File: src/rtl/tecr_pkg.sv
package tecr_pkg;
  typedef enum logic {
    CLR_SHALLOW = 1'b0,
    CLR_DEEP    = 1'b1
  } clr_mode_e;
endpackage

File: src/rtl/tecr_cell.sv
module tecr_cell (
  input  logic clk_i,
  input  logic rst_ni,
  input  logic main_stb_i,
  input  logic chk_stb_i,
  input  logic clr_i,
  input  logic d_i,
  output logic q_o,
  output logic flag_o
);
  logic stored_q;
  logic flag_q;

  always_ff @(posedge clk_i or negedge rst_ni) begin
    if (!rst_ni)         stored_q <= 1'b0;
    else if (main_stb_i) stored_q <= d_i;
  end

  // clear wins over a capture on the same edge
  always_ff @(posedge clk_i or negedge rst_ni) begin
    if (!rst_ni)        flag_q <= 1'b0;
    else if (clr_i)     flag_q <= 1'b0;
    else if (chk_stb_i) flag_q <= d_i ^ stored_q;
  end

  assign q_o    = stored_q ^ flag_q;
  assign flag_o = flag_q;
endmodule

File: src/rtl/tecr_clr.sv
module tecr_clr
  import tecr_pkg::*;
#(
  parameter clr_mode_e MODE = CLR_SHALLOW
) (
  input  logic main_stb_i,
  input  logic err_i,
  input  logic clr_i,
  output logic clr_o
);
  logic shallow_clr;
  assign shallow_clr = main_stb_i & err_i;
  assign clr_o = (MODE == CLR_DEEP) ? clr_i : shallow_clr;
endmodule

File: src/rtl/tecr_reg.sv
module tecr_reg
  import tecr_pkg::*;
#(
  parameter int        WIDTH = 8,
  parameter clr_mode_e MODE  = CLR_SHALLOW
) (
  input  logic             clk_i,
  input  logic             rst_ni,
  input  logic             main_stb_i,
  input  logic             chk_stb_i,
  input  logic             clr_i,
  input  logic [WIDTH-1:0] d_i,
  output logic [WIDTH-1:0] q_o,
  output logic [WIDTH-1:0] flag_o,
  output logic             err_o
);
  logic clr_all;

  tecr_clr #(.MODE(MODE)) u_clr (
    .main_stb_i(main_stb_i),
    .err_i     (err_o),
    .clr_i     (clr_i),
    .clr_o     (clr_all)
  );

  for (genvar i = 0; i < WIDTH; i++) begin : g_bit
    tecr_cell u_cell (
      .clk_i     (clk_i),
      .rst_ni    (rst_ni),
      .main_stb_i(main_stb_i),
      .chk_stb_i (chk_stb_i),
      .clr_i     (clr_all),
      .d_i       (d_i[i]),
      .q_o       (q_o[i]),
      .flag_o    (flag_o[i])
    );
  end

  assign err_o = |flag_o;
endmodule

File: config.mk
export PLATFORM = sky130hd
export DESIGN_NAME = tecr_reg
export DESIGN_NICKNAME = d
export VERILOG_FILES = /design/src/rtl/tecr_pkg.sv /design/src/rtl/tecr_cell.sv /design/src/rtl/tecr_clr.sv /design/src/rtl/tecr_reg.sv
export SDC_FILE = /design/constraint.sdc
export NUM_CORES = 1
export LEC_CHECK = 0
export BUFFER_PORTS_ARGS = -buffer_cell sky130_fd_sc_hd__clkbuf_2
export CAP_MARGIN = 20
export CORE_MARGIN = 4
export CORE_UTILIZATION = 56
export CTS_BUF_LIST = sky130_fd_sc_hd__clkbuf_4 sky130_fd_sc_hd__clkbuf_8
export CTS_CLUSTER_DIAMETER = 150
export DETAILED_ROUTE_END_ITERATION = 6
export PLACE_DENSITY = 0.93
export SLEW_MARGIN = 20
export SYNTH_ARGS = -nofsm -noshare
export SYNTH_HDL_FRONTEND = slang
export SYNTH_SLANG_ARGS = --single-unit
File: constraint.sdc
create_clock -name clk_i -period 1.8 [get_ports clk_i]
set_clock_uncertainty 0.05 [all_clocks]
set_input_delay 0.27 -clock clk_i [delete_from_list [all_inputs] [get_ports clk_i]]
set_output_delay 0.27 -clock clk_i [all_outputs]
set_load 0.01 [all_outputs]
==> impl_metrics.toml <==
[outcome]
outcome = "complete, no violations"

[timing]
setup_viol = 0
rsz0062_at_grt = "no"
fmax_mhz = 602
slew_headroom_pct = 73.7
holdWs_ps = 188
drv_slew = 0
finalCritPeriodShare_pct = 92.2
tightest_slew_ps = 394
hold_viol = 0
setup-tns-final_ps = 0
period_needed_ps = 1660

[detailed_routing]
drcViolationCount = 0
via_count = 580
drt_iter0_drc = 4
wire_per_inst_um = 14.1
first_pass_iters = 4
routed_wl_mm = 1.54
ant_nets = 0
via_per_inst = 5.32

[clock_tree]
worstSkewPairLatency_ps = 290
clock_path_buffers = 2
cts_tree = "built"
htree_num_levels = 1
path_clk_slew_ps = 90
cts-root-buf = "clkbuf_4"
clock-sinks = 16
numCtsBuffers = 3

[power_and_ir_drop]
combPwrFrac_pct = 28.8
power.share.switching_pct = 32.1
seqPwrFrac_pct = 47.1
p_clk_share_pct = 24.1
p_leak_nw = 0.479
p_sw_mw = 0.313
irDropWorstVdd_mv = 0.613
total_power_mw = 0.975
p_int_mw = 0.662
cellPowerDensity_mw_per_mm2 = 945

[synth]
avgSynthCellArea_um2 = 12.2
synth_top_area_cell = "dfrtp_1"
synthesis.nets = 92
yosysTopAreaCellShare_pct = 41.7
synth_common_cells = "buf_4 (16), dfrtp_1 (16)"
synth_seq_cells = 16
ys.warnings.count = 0
ys_async_sr_fraction_pct = 100
syn-cell-area_um2 = 961
ys_top_cells_by_area = "dfrtp_1 (42%), buf_4 (13%), a211oi_2 (10%)"
synth-seq-area-share_pct = 41.7
ys.flop_type = "dfrtp_1"
yosysUniqueCellTypes = 12
synth_edf_count = 0
synth_cells = 79

[cells_and_area]
multiInputGateArea_um2 = 425
fillCellCount = 104
antennaDiodeCount = 0
drive_gt1_share_pct = 54.8
seq_area_um2 = 400
fin_cells = 109
nets = 107
syn_to_final_growth_pct = 7.42

[floorplan]
ios = 30
core_region_area_mm2 = 0.00156
die_w_um = 49.4
dieArea_mm2 = 0.00244
row_count = 14
fp.dieH_um = 49.4
initial_core_util_pct = 61.6

[global_route]
top_usage_layer = "met2"
grt_pass1_wl_mm = 2.62
use_met1_pct = 14.5
grt_use_total_pct = 14.0
overflow = 0
grt_max_degree = 17
antenna_found_initial = 0
first_global_vias = 578
grtUsageMet2_pct = 26.8
gr-usage-met3_pct = 4.28

[setup_path]
crit_start = "g_bit[1].u_cell.flag_o"
r2r-start = "g_bit[1].u_cell.flag_o"
r2r_end = "g_bit[5].u_cell.flag_o"
worstSetupEndpoint = "err_o"
reg2reg_depth = 3
critical_path_arrival_ps = 1340
critPathMaxFanout = 4
cp.required_ps = 1480
worst_setup_path_end_kind = "output port"
critPathKind = "flip-flop to output port"
startpoint_type = "flip-flop"
r2r_slack_ps = 500

[job]
maxCapViolations = 0

[hold_path]
hold_class = "input pin to flip-flop"
min_path_cells = 2

[placement]
io_buffers = 28
hpwlAfterDp_mm = 1.16
place_inst = 104
place.gp.congestion = 0.701
==> metrics by stage <==
stage               setup WS [ps]  util, %  area (µm²)
floorplan                     575        -         961
global placement              449     63.2         986
detailed placement            449     63.2         986
CTS                           122     66.2        1030
global route                 52.1     66.2        1030
finish                        140     66.2        1030
==> kinds of logic (layout without fill, tap and decap cells) <==
| family | count (synthesis) | in the layout | synth area share (%) |
|---|---|---|---|
| buffers and inverters | 19 | 33 | 14.1 |
| AOI/OAI and AO/OA | 9 | 9 | 12.4 |
| and+or+nand+nor | 11 | 11 | 7.94 |
| xor gates and xnor gates | 16 | 16 | 14.6 |
| DFF | 16 | 16 | 41.7 |
| muxes | 8 | 8 | 9.38 |
==> area by class of cell <==
class | instances | share of cell area (%)
Multi-Input combinational cell | 44 | 41.2
Sequential cell | 16 | 38.8
Tap cell | 16 | 1.94
Timing Repair Buffer | 29 | 14.5
Clock buffer | 4 | 3.52
==> repair_timing <==
| action | CTS | global route |
|---|---|---|
| gates resized for setup | 0 | 0 |
| hold buffers | 1 | 0 |
| buffers inserted | 0 | 0 |
| endpoints found under the setup margin | 0 | 0 |
| endpoints found under the hold margin | 16 | 0 |
==> layout by cell type, fill, tap and decap left out <==
master,count
clkbuf_8,1
nor4_4,2
a211oi_2,8
nor2_1,8
xnor2_1,8
a21boi_4,1
dfrtp_1,16
xor2_1,8
dlygate4sd3_1,1
mux2_2,8
nand2_1,1
clkbuf_2,28
clkbuf_4,3
==> power groups by stage <==
stage	clock (mW)	combinational [mW]	sequential [mW]
after floorplan	0	0.271	0.457
after global placement	0	0.275	0.463
after detailed placement	0	0.283	0.467
after CTS	0.247	0.286	0.459
after global routing	0.267	0.309	0.466
final	0.235	0.281	0.459
==> worst min-delay path by stage <==
| stage | end | from |
|---|---|---|
| 2_1_floorplan | g_bit[0].u_cell.flag_o | rst_ni |
| 3_3_place_gp | g_bit[6].u_cell.stored_q | rst_ni |
| 3_5_place_dp | g_bit[6].u_cell.stored_q | rst_ni |
| 4_1_cts | g_bit[5].u_cell.stored_q | d_i[5] |
| 5_1_grt | g_bit[4].u_cell.stored_q | d_i[4] |
| 6_report | g_bit[5].u_cell.stored_q | d_i[5] |
==> critical path: stages (launching register included) <==
cell and delay, ps:
dfrtp_1 450, nor4_4 380, nand2_1 90, clkbuf_2 140
==> metal layers <==
metal	vias to the layer above	share of wire (%)
met2	15	54
li1	282	-
met5	-	0
met1	281	40
met3	2	5.3
met4	0	0.91
==> flip-flops by register name, indices dropped and copies added, names as in the netlist <==
signal	cells
g_bit.u_cell.flag_o	8
g_bit.u_cell.stored_q	8
No activity file was read; power rests on OpenSTA's default activity.
